==> src/rtl/i2c_cond_pkg.sv <==
// Shared types for the I2C start/stop condition detector.
// Assumes: window counts never exceed 2**WIN_W - 1.
package i2c_cond_pkg;
    localparam int unsigned WIN_W = 7;

    typedef enum logic [0:0] {
        KIND_START = 1'b0,
        KIND_STOP  = 1'b1
    } cond_kind_e;

    typedef enum logic [0:0] {
        QS_IDLE = 1'b0,
        QS_HOLD = 1'b1
    } qual_state_e;

    typedef struct packed {
        logic [WIN_W-1:0] rel;
        logic [WIN_W-1:0] setup;
        logic [WIN_W-1:0] hold;
        logic [WIN_W-1:0] dly;
    } win_t;
endpackage

==> src/rtl/i2c_cond_sync.sv <==
// Multi-stage synchronizer for a vector of asynchronous single-bit lines.
// Assumes: each line is held for at least one clock cycle; the reset value
// is the idle bus level.
module i2c_cond_sync #(
    parameter int unsigned WIDTH   = 2,
    parameter int unsigned STAGES  = 2,
    parameter logic        RST_VAL = 1'b1
) (
    input  logic             clk,
    input  logic             rst_n,
    input  logic [WIDTH-1:0] d,
    output logic [WIDTH-1:0] q
);
    logic [WIDTH-1:0] stage_q [STAGES];

    genvar g;
    generate
        for (g = 0; g < STAGES; g++) begin : g_stage
            if (g == 0) begin : g_first
                // First stage captures the raw pins.
                always_ff @(posedge clk) begin
                    if (!rst_n) stage_q[g] <= {WIDTH{RST_VAL}};
                    else        stage_q[g] <= d;
                end
            end else begin : g_next
                // Later stages shift the previous stage along.
                always_ff @(posedge clk) begin
                    if (!rst_n) stage_q[g] <= {WIDTH{RST_VAL}};
                    else        stage_q[g] <= stage_q[g-1];
                end
            end
        end
    endgenerate

    assign q = stage_q[STAGES-1];
endmodule

==> src/rtl/i2c_cond_timing.sv <==
// Turns the timing value and the mode select into window lengths in whole
// cycles, and registers the configuration-error flag.
// Assumes: inputs are steady while a condition is being qualified.
module i2c_cond_timing
    import i2c_cond_pkg::*;
#(
    parameter int unsigned TV_W       = 5,
    parameter int unsigned FAST_REL   = 4,
    parameter int unsigned FAST_SETUP = 2,
    parameter int unsigned FAST_HOLD  = 2,
    parameter int unsigned FAST_DLY   = 4
) (
    input  logic            clk,
    input  logic            rst_n,
    input  logic            enable,
    input  logic            fast_mode,
    input  logic [TV_W-1:0] timing_val,
    output win_t            win,
    output logic            cfg_err
);
    localparam int unsigned EFF_W = TV_W + 1;

    logic             illegal;
    logic [EFF_W-1:0] eff;
    logic [WIN_W-1:0] eff_w;
    logic [WIN_W-1:0] half_w;

    // Clamp zero or odd values up to the next even value.
    always_comb begin
        illegal = (timing_val == '0) || timing_val[0];
        if (timing_val == '0) eff = EFF_W'(2);
        else                  eff = EFF_W'(timing_val) + EFF_W'(timing_val[0]);
        eff_w  = WIN_W'(eff);
        half_w = eff_w >> 1;
    end

    // Pick the window set for the selected mode, rounding half cycles up.
    always_comb begin
        if (fast_mode) begin
            win.rel   = WIN_W'(FAST_REL);
            win.setup = WIN_W'(FAST_SETUP);
            win.hold  = WIN_W'(FAST_HOLD);
            win.dly   = WIN_W'(FAST_DLY);
        end else begin
            win.rel   = eff_w + WIN_W'(1);
            win.setup = half_w + WIN_W'(1);
            win.hold  = half_w + WIN_W'(1);
            win.dly   = half_w + WIN_W'(2);
        end
    end

    // Register the error flag while enabled.
    always_ff @(posedge clk) begin
        if (!rst_n) cfg_err <= 1'b0;
        else        cfg_err <= enable && illegal;
    end

    assert_err_follows_value_R10: assert property (@(posedge clk) disable iff (!rst_n)
        (enable && timing_val[0]) |=> cfg_err)
        else $error("odd timing value did not raise cfg_err");
endmodule

==> src/rtl/i2c_cond_qualify.sv <==
// Measures clock-high and data-stable run lengths, spots data edges while the
// clock is high, and qualifies them against release, setup and hold windows.
// det_valid is a combinational strobe for the last hold cycle.
// Assumes: inputs are already synchronized; every window is at least 2.
module i2c_cond_qualify
    import i2c_cond_pkg::*;
(
    input  logic       clk,
    input  logic       rst_n,
    input  logic       enable,
    input  logic       scl_s,
    input  logic       sda_s,
    input  win_t       win,
    output logic       det_valid,
    output cond_kind_e det_kind
);
    localparam logic [WIN_W-1:0] SAT = '1;

    logic [WIN_W-1:0] scl_run_q;
    logic [WIN_W-1:0] sda_run_q;
    logic [WIN_W-1:0] hold_cnt_q;
    logic             sda_d_q;
    qual_state_e      state_q;
    cond_kind_e       kind_q;
    logic             sda_edge;
    logic             cand;
    logic             hold_ok;

    // Edge, candidate and hold checks for the current cycle.
    always_comb begin
        sda_edge  = sda_s ^ sda_d_q;
        cand      = enable && sda_edge && scl_s &&
                    (scl_run_q >= win.rel) && (sda_run_q >= win.setup);
        hold_ok   = scl_s && (sda_s == (kind_q == KIND_STOP));
        det_valid = enable && (state_q == QS_HOLD) && hold_ok &&
                    (hold_cnt_q == win.hold - WIN_W'(1));
        det_kind  = kind_q;
    end

    // Saturating run lengths of clock-high and of a steady data level.
    always_ff @(posedge clk) begin
        if (!rst_n) begin
            scl_run_q <= '0;
            sda_run_q <= '0;
            sda_d_q   <= 1'b1;
        end else begin
            sda_d_q <= sda_s;
            if (!scl_s)                scl_run_q <= '0;
            else if (scl_run_q != SAT) scl_run_q <= scl_run_q + WIN_W'(1);
            if (sda_edge)              sda_run_q <= WIN_W'(1);
            else if (sda_run_q != SAT) sda_run_q <= sda_run_q + WIN_W'(1);
        end
    end

    // Hold-window tracker: start on a candidate, drop on a violation.
    always_ff @(posedge clk) begin
        if (!rst_n) begin
            state_q    <= QS_IDLE;
            kind_q     <= KIND_START;
            hold_cnt_q <= '0;
        end else if (!enable) begin
            state_q    <= QS_IDLE;
        end else begin
            case (state_q)
                QS_IDLE: if (cand) begin
                    state_q    <= QS_HOLD;
                    hold_cnt_q <= WIN_W'(1);
                    kind_q     <= sda_s ? KIND_STOP : KIND_START;
                end
                QS_HOLD: begin
                    if (!hold_ok || det_valid) state_q <= QS_IDLE;
                    else                       hold_cnt_q <= hold_cnt_q + WIN_W'(1);
                end
                default: state_q <= QS_IDLE;
            endcase
        end
    end

    assert_start_levels_R2: assert property (@(posedge clk) disable iff (!rst_n)
        (det_valid && det_kind == KIND_START) |-> (!sda_s && scl_s))
        else $error("START accepted with wrong line levels");

    assert_hold_drop_scl_R6: assert property (@(posedge clk) disable iff (!rst_n)
        (state_q == QS_HOLD && !scl_s) |=> (state_q == QS_IDLE))
        else $error("hold window survived a clock fall");

    assert_release_met_R4: assert property (@(posedge clk) disable iff (!rst_n)
        (state_q == QS_IDLE && enable && sda_edge && scl_s && scl_run_q < win.rel) |=> (state_q == QS_IDLE))
        else $error("edge accepted before release time");
endmodule

==> src/rtl/i2c_cond_busy.sv <==
// Turns detection strobes into output pulses. Applies the delayed busy-flag
// update, where a newer condition replaces a pending one.
// Assumes: dly >= 1; det_valid is a single-cycle strobe.
module i2c_cond_busy
    import i2c_cond_pkg::*;
(
    input  logic             clk,
    input  logic             rst_n,
    input  logic             enable,
    input  logic             master_mode,
    input  logic             det_valid,
    input  cond_kind_e       det_kind,
    input  logic [WIN_W-1:0] dly,
    output logic             bus_busy,
    output logic             start_seen,
    output logic             stop_seen,
    output logic             stop_irq
);
    logic             pend_q;
    cond_kind_e       pend_kind_q;
    logic [WIN_W-1:0] pend_cnt_q;

    // One-cycle pulses registered from the detection strobe.
    always_ff @(posedge clk) begin
        if (!rst_n || !enable) begin
            start_seen <= 1'b0;
            stop_seen  <= 1'b0;
            stop_irq   <= 1'b0;
        end else begin
            start_seen <= det_valid && (det_kind == KIND_START);
            stop_seen  <= det_valid && (det_kind == KIND_STOP);
            stop_irq   <= det_valid && (det_kind == KIND_STOP) && !master_mode;
        end
    end

    // Delayed busy update; a new detection reloads the delay.
    always_ff @(posedge clk) begin
        if (!rst_n || !enable) begin
            pend_q      <= 1'b0;
            pend_kind_q <= KIND_START;
            pend_cnt_q  <= '0;
            bus_busy    <= 1'b0;
        end else if (det_valid) begin
            pend_q      <= 1'b1;
            pend_kind_q <= det_kind;
            pend_cnt_q  <= dly;
        end else if (pend_q) begin
            if (pend_cnt_q == WIN_W'(1)) begin
                bus_busy <= (pend_kind_q == KIND_START);
                pend_q   <= 1'b0;
            end else begin
                pend_cnt_q <= pend_cnt_q - WIN_W'(1);
            end
        end
    end

    assert_pulses_exclusive_R3: assert property (@(posedge clk) disable iff (!rst_n)
        $onehot0({start_seen, stop_seen}))
        else $error("START and STOP pulses together");

    assert_irq_slave_only_R9: assert property (@(posedge clk) disable iff (!rst_n)
        stop_irq |-> (stop_seen && !$past(master_mode)))
        else $error("stop_irq without slave STOP");

    assert_busy_rise_pending_R7: assert property (@(posedge clk) disable iff (!rst_n)
        $rose(bus_busy) |-> ($past(pend_q) && $past(pend_kind_q) == KIND_START))
        else $error("busy set without a pending START");

    assert_disabled_quiet_R11: assert property (@(posedge clk) disable iff (!rst_n)
        !enable |=> (!bus_busy && !start_seen && !stop_seen && !stop_irq))
        else $error("activity while disabled");
endmodule

==> src/rtl/i2c_cond_monitor.sv <==
// Top level of the I2C start/stop condition detector. It synchronizes the bus
// lines, derives the timing windows, qualifies conditions, and drives the
// pulses and the busy flag.
// Assumes: configuration inputs change only while the bus is idle.
module i2c_cond_monitor
    import i2c_cond_pkg::*;
#(
    parameter int unsigned TV_W        = 5,
    parameter int unsigned SYNC_STAGES = 2
) (
    input  logic            clk,
    input  logic            rst_n,
    input  logic            enable,
    input  logic            fast_mode,
    input  logic            master_mode,
    input  logic [TV_W-1:0] timing_val,
    input  logic            scl_in,
    input  logic            sda_in,
    output logic            bus_busy,
    output logic            start_seen,
    output logic            stop_seen,
    output logic            stop_irq,
    output logic            cfg_err
);
    logic [1:0] lines_s;
    win_t       win;
    logic       det_valid;
    cond_kind_e det_kind;

    i2c_cond_sync #(
        .WIDTH  (2),
        .STAGES (SYNC_STAGES),
        .RST_VAL(1'b1)
    ) u_sync (
        .clk  (clk),
        .rst_n(rst_n),
        .d    ({scl_in, sda_in}),
        .q    (lines_s)
    );

    i2c_cond_timing #(
        .TV_W(TV_W)
    ) u_timing (
        .clk       (clk),
        .rst_n     (rst_n),
        .enable    (enable),
        .fast_mode (fast_mode),
        .timing_val(timing_val),
        .win       (win),
        .cfg_err   (cfg_err)
    );

    i2c_cond_qualify u_qualify (
        .clk      (clk),
        .rst_n    (rst_n),
        .enable   (enable),
        .scl_s    (lines_s[1]),
        .sda_s    (lines_s[0]),
        .win      (win),
        .det_valid(det_valid),
        .det_kind (det_kind)
    );

    i2c_cond_busy u_busy (
        .clk        (clk),
        .rst_n      (rst_n),
        .enable     (enable),
        .master_mode(master_mode),
        .det_valid  (det_valid),
        .det_kind   (det_kind),
        .dly        (win.dly),
        .bus_busy   (bus_busy),
        .start_seen (start_seen),
        .stop_seen  (stop_seen),
        .stop_irq   (stop_irq)
    );

    assert_reset_quiet_R1: assert property (@(posedge clk)
        !rst_n |=> (!bus_busy && !start_seen && !stop_seen && !stop_irq && !cfg_err))
        else $error("outputs not cleared by reset");
endmodule

==> config.mk <==
export PLATFORM = sky130hd
export DESIGN_NAME = i2c_cond_monitor
export DESIGN_NICKNAME = d
export VERILOG_FILES = /design/src/rtl/i2c_cond_pkg.sv /design/src/rtl/i2c_cond_sync.sv /design/src/rtl/i2c_cond_timing.sv /design/src/rtl/i2c_cond_qualify.sv /design/src/rtl/i2c_cond_busy.sv /design/src/rtl/i2c_cond_monitor.sv
export SDC_FILE = /design/constraint.sdc
export NUM_CORES = 1
export LEC_CHECK = 0
export BUFFER_PORTS_ARGS = -buffer_cell sky130_fd_sc_hd__buf_4
export CORE_UTILIZATION = 60
export DETAILED_ROUTE_END_ITERATION = 12
export PLACE_DENSITY = 0.9
export SLEW_MARGIN = 20
export SYNTH_ARGS = -nofsm -noshare
export SYNTH_HDL_FRONTEND = slang
export SYNTH_SLANG_ARGS = --single-unit
==> constraint.sdc <==
create_clock -name clk -period 4.6 [get_ports clk]
set_clock_uncertainty 0.2 [all_clocks]
set_input_delay 0.46 -clock clk [delete_from_list [all_inputs] [get_ports clk]]
set_output_delay 0.46 -clock clk [all_outputs]
set_load 0.01 [all_outputs]
# Word-level counts from Yosys, hierarchy flattened
# Memories as Yosys holds them, arrays and structs flattened.
# Cells that the tools add are included.
# word_totals
regBits	38
mem_bits_rw	4
input_bits	12
out_inout_bits	5
word_cells	93
n_memories	1
# memory_table
memory	depth	width	rd	rd_clocked_by_memory_dff	wr	line	text
u_sync.stage_q	2	2	2	0	2	i2c_cond_sync.sv:14	logic [WIDTH-1:0] stage_q [STAGES];
# classes
add_sub_neg	9
n_lt_le_gt_ge	2
n_eq_ne	8
muxes	21
bitwise_logic	8
reduce_logical	29
# op_table
op	count
7-bit two-way mux	5
28-bit two-way mux	1
7-bit by 1-bit adder with 7-bit output (second input constant)	3
7-bit greater-or-equal comparator	2
7-bit inequality test (second input constant)	2
7-bit one-hot mux with 2 select lines	1
7-bit by 1-bit subtractor with 7-bit output (second input constant)	2
1-bit logical AND	12
1-bit two-way mux	10
3-bit AND reduction	3
6-bit by 1-bit adder with 7-bit output (second input constant)	1
7-bit by 1-bit == test with 1-bit output (second input constant)	1
7-bit == test	1
5-bit by 1-bit adder with 6-bit output	1
5-bit by 1-bit adder with 6-bit output (second input constant)	1
5-bit by 2-bit adder with 6-bit output (second input constant)	1
6-bit two-way mux	1
2-bit AND reduction	3
5-bit zero test	1
1-bit NOT	5
1-bit zero test	4
2-bit two-way mux	2
2-bit by 1-bit inequality test with 1-bit output (second input constant)	2
2-bit nonzero test	2
7 further kinds	10

# Logic depth before layout (Yosys ltp)
# Gate-level depths: netlist of run 1.
# depth
word_depth	10
depth_mapped	15

# Modules after synthesis
# From an unflattened synthesis of run 1, not the netlist that was laid out.
# unflattened
cells_unflattened	330
hier_area_um2	2800.2
# by_module_without_submodules
mod	instances	cells_each	area_per_inst_um2
i2c_cond_qualify	1	193	1635.3
i2c_cond_busy	1	70	625.6
i2c_cond_timing	1	59	434.2
i2c_cond_sync	1	8	105.1

# Worst setup path after synthesis of run 1
# Ideal clock, no wire load.
# synth_path
path_type	input to register
from	input port timing_val[0]
to	register u_busy.pend_cnt_q[0]
t_arrival_ns	3.385
setup_slack_ns	0.936
stages	14
cell_sequence	inv_1 ha_1 or2_2 ha_1 nor2_1 ha_1 xnor2_1 a211oi_1 nand3_1 or4b_4 a2bb2oi_4 buf_6 nor2_1 a211oi_2
# synth_via
elab_chain_len	9
word_cells_on_any_way	13
# synth_lines
item	line	text
from (decl)	i2c_cond_monitor.sv:16	input logic [TV_W-1:0] timing_val,
5-bit by 1-bit adder with 6-bit output / 5-bit zero test (equally long branches)	i2c_cond_timing.sv:32, i2c_cond_timing.sv:31	
6-bit two-way mux (*)	i2c_cond_timing.sv:31	if (timing_val == '0) eff = EFF_W'(2);
5-bit by 1-bit adder with 6-bit output	i2c_cond_timing.sv:47	win.hold = half_w + WIN_W'(1);
28-bit two-way mux (*)	i2c_cond_timing.sv:39	if (fast_mode) begin
7-bit by 1-bit subtractor with 7-bit output	i2c_cond_qualify.sv:36	(hold_cnt_q == win.hold - WIN_W'(1));
7-bit == test	i2c_cond_qualify.sv:36	
1-bit logical AND	i2c_cond_qualify.sv:35	det_valid = enable && (state_q == QS_HOLD) && hold_ok &&
2-bit by 1-bit inequality test with 1-bit output (no line) / 2-bit nonzero test (equally long branches)	n/a	
2-bit AND reduction (no line)	n/a	
to (signal assigned)	i2c_cond_busy.sv:46	pend_cnt_q <= dly;
to (signal assigned)	i2c_cond_busy.sv:52	pend_cnt_q <= pend_cnt_q - WIN_W'(1);
to (decl)	i2c_cond_busy.sv:21	logic [WIN_W-1:0] pend_cnt_q;
# Every way passes the cells marked *; elsewhere a longest branch is shown, timed or not.
# A chain may end at the register's enable or synchronous reset.

# Final worst setup path of run 1
# layout_path
from	input port timing_val[0]
to	register u_qualify.hold_cnt_q[0]
# layout_via
elab_chain_len	10
word_cells_on_any_way	17
# layout_lines
item	line	text
5-bit by 1-bit adder with 6-bit output / 5-bit zero test (equally long branches)	i2c_cond_timing.sv:32, i2c_cond_timing.sv:31	
6-bit two-way mux (*)	i2c_cond_timing.sv:31	
5-bit by 1-bit adder with 6-bit output	i2c_cond_timing.sv:46, i2c_cond_timing.sv:47	
28-bit two-way mux (*)	i2c_cond_timing.sv:39	
7-bit by 1-bit subtractor with 7-bit output	i2c_cond_qualify.sv:36	
7-bit == test	i2c_cond_qualify.sv:36	
1-bit logical AND	i2c_cond_qualify.sv:35	
1-bit logical OR	i2c_cond_qualify.sv:71	if (!hold_ok || det_valid) state_q <= QS_IDLE;
2-bit inequality test (no line)	n/a	
3-bit AND reduction (no line) (*)	n/a	
to (signal assigned)	i2c_cond_qualify.sv:72	else hold_cnt_q <= hold_cnt_q + WIN_W'(1);
to (decl)	i2c_cond_qualify.sv:21	logic [WIN_W-1:0] hold_cnt_q;
# Marks and branches as above.

==> out/qor.csv, run 1 <==
stage,metric,value,unit
synth,Yosys reg bits,42,
synth,largest cells by area after synthesis,"dfxtp_1, ha_1, nand2_1, xnor2_1, nor2_1",
critical_path,worst path required time,4.59,ns
global_route,largest net degree at the start of global routing,18,
layout,Post-Layout Cell Count,373,
power_and_ir_drop,Max VDD drop,210,µV
synth,Synth Flop Type,dfxtp_1,
timing,"Setup violations, final",0,
power_and_ir_drop,Pwr Total,0.741,mW
layout,Layout Nets,356,
layout,area delta synth->final,7.99,%
critical_path,element type at the critical path end,flop,
synth,Synth top area share,31.6,%
clock_network,post-CTS sizing,0,
global_route,number of global-route vias before repair,1988,
critical_path,CP most frequent cell,ha_1,
clock_network,clk_lat worst skew,0.30,ns
timing,setup_tns,0,ns
run,Max-Cap Viols,0,
timing,Final period util,88.6,%
floorplanning,die area,4710,µm²
timing,final hold violation count,0,
power_and_ir_drop,combinational power share,15.9,%
synth,Syn Std Cell Area,2660,µm²
clock_network,postcts setup bufs,0,
critical_path,critical path cell sequence,"buf_4, inv_1, ha_1, or2_2, ha_1, nor2_1, ha_1, xnor2_1, a211oi_1, nand3_1, or4b_4, a2bb2oi_4, o21ai_0, o21a_1",
power_and_ir_drop,Net Sw Power,0.196,mW
timing,final setup margin,0.524,ns
floorplanning,Die H,68.6,µm
floorplanning,row cnt,23,
detailed_routing,DR vias,2324,
synth,Commonest cells post-synth,"dfxtp_1, nand2_1, ha_1",
timing,Pins Over Slew Limit,0,
critical_path,CP Launch Type,input pin,
clock_network,H-tree levels,2,
timing,fmax,245,MHz
power_and_ir_drop,Power Density,258,nW/µm²
global_route,met2 usage,42.6,%
power_and_ir_drop,sequential share of power,50.7,%
placement,Placed Cells,365,
floorplanning,# IOs,17,
floorplanning,Starting Density,64.7,%
detailed_routing,Routed WL per cell,14.4,µm
placement,pre-CTS WS,0.246,ns
clock_network,CTS tree,done,
placement,GPL Wtd Cong,0.865,
clock_network,# clock sinks,42,
detailed_routing,DR DRC count,0,
synth,post-synthesis async set-or-reset flop share,0,%
detailed_routing,TritonRoute pass-1 iters,4,
global_route,first-pass GRT wire length,8770,µm
timing,RSZ-0062 raised after global routing,false,
layout,design area,2870,µm²
worst_hold_path,worst min path class,in -> reg,
global_route,routing usage on met1,31.0,%
timing,post-route minimum period,4.08,ns
layout,filler cell count,330,
clock_network,Clock Tree Buf Depth,2,
synth,Synth area leader,dfxtp_1,
layout,ant diodes,0,
layout,Sequential Area,841,µm²
critical_path,CP max-delay cell,or4b_4,
critical_path,peak fanout along the critical path,17,
synth,Post-Syn Instances,308,
placement,number of I/O port buffers,16,
timing,Worst Max-Slew Pin Slew,0.674,ns
global_route,initial antenna violation count,0,
timing,hold slack,0.106,ns
detailed_routing,post-route ant nets,0,
global_route,total congestion overflow,0,
critical_path,CP arrival,4.07,ns
synth,Post-synth EDFFs,0,
clock_network,root buffer cell,clkbuf_8,
detailed_routing,initial DRC count,148,
detailed_routing,total routed wirelength,5390,µm
synth,mean post-synth cell area,8.64,µm²
clock_network,cts hold-fix bufs,0,
timing,Slew HR,54.8,%
synth,"Seq/Total Area, Yosys",31.6,%
clock_network,"CTS clk-pin slew, worst paths",0.09,ns
clock_network,total CTS buffers,5,
layout,final core occ,69.8,%
synth,top-count cell post-synth,dfxtp_1,
detailed_routing,DR vias/cell,6.23,
synth,Netlist cell types,60,
power_and_ir_drop,Switching Share,26.5,%
layout,multi-input logic area,1690,µm²
placement,placed cell area,2780,µm²
status,status,completed,
placement,hpwl dp,4010,µm
global_route,M3 GR Usage,6.41,%
global_route,busiest layer in global routing,met2,
critical_path,CP max stage delay,0.60,ns
floorplanning,core footprint,4120,µm²
power_and_ir_drop,Leak,1.14,nW
global_route,GRT Util Overall,25.3,%
critical_path,R2R Setup Slk,1.35,ns
power_and_ir_drop,Pint,0.544,mW
power_and_ir_drop,clock power share,33.3,%
layout,layout cell share with drive strength beyond 1,12.7,%
critical_path,CP Class,in -> reg,
floorplanning,Die X,68.6,µm
synth,yosys warns,0,
synth,Syn Nets,342,
-- cells in the final DEF (no fill, tap or decap), types with 3 or more instances in the layout --
| cell | count |
|---|---|
| a211oi_1 | 4 |
| a21o_1 | 4 |
| a21oi_1 | 14 |
| a31oi_1 | 6 |
| and3_1 | 4 |
| buf_4 | 16 |
| clkbuf_8 | 6 |
| dfxtp_1 | 42 |
| ha_1 | 22 |
| inv_1 | 17 |
| mux2i_1 | 3 |
| nand2_1 | 27 |
| nand2b_1 | 11 |
| nand3_1 | 13 |
| nand4_1 | 11 |
| nor2_1 | 21 |
| nor3_1 | 8 |
| nor4_1 | 5 |
| o21ai_0 | 15 |
| o31ai_1 | 4 |
| or2_2 | 3 |
| or3_1 | 4 |
| or4_1 | 4 |
| xnor2_1 | 10 |
| xor2_1 | 8 |
-- power groups by stage --
stage	registers [mW]	clock network, mW	logic, mW
final	0.376	0.247	0.118
after global routing	0.377	0.264	0.131
after CTS	0.376	0.251	0.117
after detailed placement	0.384	0	0.116
after global placement	0.384	0	0.112
after floorplan	0.383	0	0.0888
-- layout make-up --
class	instances	area share, %
clock buffers	7	3.00
clock inverters	1	0.174
multi-input cells	239	58.9
inverters	18	2.35
well taps	50	2.18
repair buffers	16	4.18
flip-flops and latches	42	29.3
-- cells by family (layout without fill, tap and decap cells) --
kind of cell	Yosys count	after routing	share of synthesized area, %
flip-flops	42	42	31.6
adder cells (fa/ha/maj)	22	22	10.3
multiplexers	4	4	1.65
buffers and inverters	27	42	4.84
XOR/XNOR	20	20	7.38
AO/OA/AOI/OAI	66	66	17.7
AND/OR/NAND/NOR	127	127	26.5
-- sequential cells by signal, indices dropped and copies added (netlist names), 4 cells and up --
signal / flops
u_qualify.hold_cnt_q: 7
u_qualify.sda_run_q: 7
u_qualify.scl_run_q: 7
u_busy.pend_cnt_q: 7
u_sync.stage_q: 4
-- critical path: cells and delay by family --
family                   cells  cell delay [ns]
AND/OR/NAND/NOR              4             1.30
AO/OA/AOI/OAI                4             1.02
adder cells (fa/ha/maj)      3             0.98
buffers and inverters        2             0.15
XOR/XNOR                     1             0.14
-- metal layers --
metal / part of all wire (%) / up-vias
met4: 1.3 / 0
met5: 0 / -
met3: 6.7 / 8
met1: 44 / 1084
li1: - / 1151
met2: 48 / 81
-- final timing paths --
kind	start	end	depth (start not counted)
worst min-delay path	master_mode	u_busy.stop_irq$_SDFF_PN0_	2
worst max-delay path	timing_val[0]	u_qualify.hold_cnt_q[0]$_SDFFE_PN0P_	14
worst max register to register	u_qualify.det_kind$_SDFFE_PN0P_	u_qualify.hold_cnt_q[0]$_SDFFE_PN0P_	8
worst min register to register	u_sync.stage_q[0][0]$_SDFF_PN1_	u_sync.stage_q[1][0]$_SDFF_PN1_	1
Power figures use the tool's default switching activity.
==> run 2, diff against run 1 <==
--- a/config.mk
+++ b/config.mk
@@ -6,9 +6,10 @@
 export NUM_CORES = 1
 export LEC_CHECK = 0
 export BUFFER_PORTS_ARGS = -buffer_cell sky130_fd_sc_hd__buf_4
-export CORE_UTILIZATION = 60
+export CORE_ASPECT_RATIO = 2
+export CORE_UTILIZATION = 48
 export DETAILED_ROUTE_END_ITERATION = 12
-export PLACE_DENSITY = 0.9
+export PLACE_DENSITY = 0.76
 export SLEW_MARGIN = 20
 export SYNTH_ARGS = -nofsm -noshare
 export SYNTH_HDL_FRONTEND = slang
==> run 2 against run 1 <==
Against the previous run: highest routed layer unchanged; largest cell class unchanged; via count shrank 2.9%; final area grew 0.52%; flip-flop and latch count is the same; combinational power is essentially flat; die area grew 25%; sequential power is essentially flat; critical path type unchanged; global-route usage shrank 2.9 points; sequential share of layout area shrank 0.15 points; cell count grew 2.9%; critical path depth is the same; register-to-register slack gained 0.02 ns.
==> out/qor.csv, run 2 (synthesis gave the netlist of run 1 again) <==
stage,metric,value,unit,change
timing,Worst Max-Slew Pin Slew,0.579,ns,-0.0942 ns
timing,final hold violation count,0,,unchanged
layout,Layout Nets,357,,+0.28%
timing,post-route minimum period,3.97,ns,-0.105 ns
critical_path,CP Class,in -> reg,,
timing,RSZ-0062 raised after global routing,false,,
detailed_routing,DR DRC count,0,,unchanged
global_route,number of global-route vias before repair,2134,,+7.3%
global_route,initial antenna violation count,0,,unchanged
clock_network,CTS tree,done,,
detailed_routing,TritonRoute pass-1 iters,5,,+1
placement,GPL Wtd Cong,0.950,,+9.9%
layout,most frequent cells in the layout,"dfxtp_1, nand2_1, ha_1",,
detailed_routing,DR vias,2256,,-2.9%
timing,setup_tns,0,ns,unchanged
layout,ant diodes,0,,unchanged
clock_network,Clock Tree Buf Depth,2,,unchanged
detailed_routing,DR vias/cell,5.88,,-5.7%
placement,hpwl dp,4570,µm,+14%
worst_hold_path,worst min path class,in -> reg,,
timing,final setup margin,0.628,ns,+0.105 ns
global_route,total congestion overflow,0,,unchanged
placement,number of I/O port buffers,16,,unchanged
critical_path,CP Launch Type,input pin,,
power_and_ir_drop,Leak,1.14,nW,+0.21%
status,status,completed,,
clock_network,total CTS buffers,5,,unchanged
clock_network,clk_lat worst skew,0.31,ns,about the same
floorplanning,# IOs,17,,unchanged
detailed_routing,initial DRC count,38,,-74%
global_route,largest net degree at the start of global routing,18,,unchanged
detailed_routing,total routed wirelength,5750,µm,+6.8%
clock_network,# clock sinks,42,,unchanged
critical_path,worst path required time,4.61,ns,+0.02 ns
timing,"Setup violations, final",0,,unchanged
timing,Slew HR,61.1,%,+6.3 points
timing,fmax,252,MHz,+2.6%
global_route,first-pass GRT wire length,9470,µm,+7.9%
run,Max-Cap Viols,0,,unchanged
timing,Pins Over Slew Limit,0,,unchanged
clock_network,cts hold-fix bufs,0,,unchanged
detailed_routing,Routed WL per cell,15.0,µm,+3.7%
floorplanning,Starting Density,49.5,%,-15 points
layout,layout cell share with drive strength beyond 1,13.0,%,+0.27 points
timing,Final period util,86.3,%,-2.3 points
global_route,GRT Util Overall,22.4,%,-2.9 points
critical_path,element type at the critical path end,flop,,
clock_network,root buffer cell,clkbuf_8,,
critical_path,CP arrival,3.98,ns,-0.09 ns
floorplanning,die area,5860,µm²,+25%
floorplanning,row cnt,38,,+65%
floorplanning,Die H,107,µm,+56%
placement,pre-CTS WS,0.331,ns,+0.0849 ns
power_and_ir_drop,Power Density,254,nW/µm²,-1.4%
detailed_routing,post-route ant nets,0,,unchanged
critical_path,peak fanout along the critical path,17,,unchanged
clock_network,post-CTS sizing,0,,unchanged
floorplanning,Die X,54.7,µm,-20%
clock_network,postcts setup bufs,0,,unchanged
clock_network,H-tree levels,2,,unchanged
power_and_ir_drop,Max VDD drop,280,µV,+33%
clock_network,"CTS clk-pin slew, worst paths",0.09,ns,about the same
layout,area delta synth->final,8.56,%,
floorplanning,core footprint,5370,µm²,+31%
layout,"commonest non-fill, non-tap cell in the layout",dfxtp_1,,
==> run 2: worst paths after layout <==
kind | slack, ns | start | end | cells past startpoint
max | 0.63 | timing_val[0] | u_qualify.hold_cnt_q[0]$_SDFFE_PN0P_ | 14
min | 0.11 | master_mode | u_busy.stop_irq$_SDFF_PN0_ | 2
max reg2reg | 1.37 | u_qualify.det_kind$_SDFFE_PN0P_ | u_qualify.hold_cnt_q[0]$_SDFFE_PN0P_ | 8
min reg2reg | 0.21 | u_sync.stage_q[0][1]$_SDFF_PN1_ | u_sync.stage_q[1][1]$_SDFF_PN1_ | 1
==> run 2: critical path, cell delays in order <==
cell,delay [ns]
buf_4,0.10
inv_1,0.05
ha_1,0.39
or2_2,0.33
ha_1,0.31
nor2_1,0.18
ha_1,0.27
xnor2_1,0.12
a211oi_1,0.18
nand3_1,0.16
or4b_4,0.60
a2bb2oi_4,0.39
o21ai_0,0.22
o21a_1,0.21
==> run 2: layout make-up <==
| type | instances | area [µm²] |
|---|---|---|
| inverter | 18 | 67.6 |
| timing repair buffer | 17 | 128 |
| clock inverter | 2 | 13.8 |
| multi-input combinational | 239 | 1690 |
| fill | 526 | 2480 |
| tap | 60 | 75.1 |
| clock buffer | 6 | 72.6 |
| sequential | 42 | 841 |
==> run 2: routing by layer <==
metal | GRT usage (%) | wire [µm]
met1 | 20.3 | 2110
met2 | 40.3 | 3240
met3 | 5.65 | 114
met4 | 14.5 | 285
met5 | 0 | 0
==> run 2: where the power goes <==
group / switching [mW] / internal, mW
Sequential: 0.00637 / 0.370
Combinational: 0.0654 / 0.0536
Clock: 0.132 / 0.107
Total: 0.204 / 0.530
==> run 2: metrics by stage <==
stage               hold WS [ns]  util (%)  total power, mW  cell area [µm²]  cells
floorplan                  0.186         -            0.472             2660    308
global placement           0.189      52.2            0.499             2800    376
detailed placement         0.198      52.2            0.503             2800    376
CTS                        0.106      53.8            0.742             2890    384
global route              0.0998      53.8            0.773             2890    384
finish                     0.109      53.8            0.734             2890    384
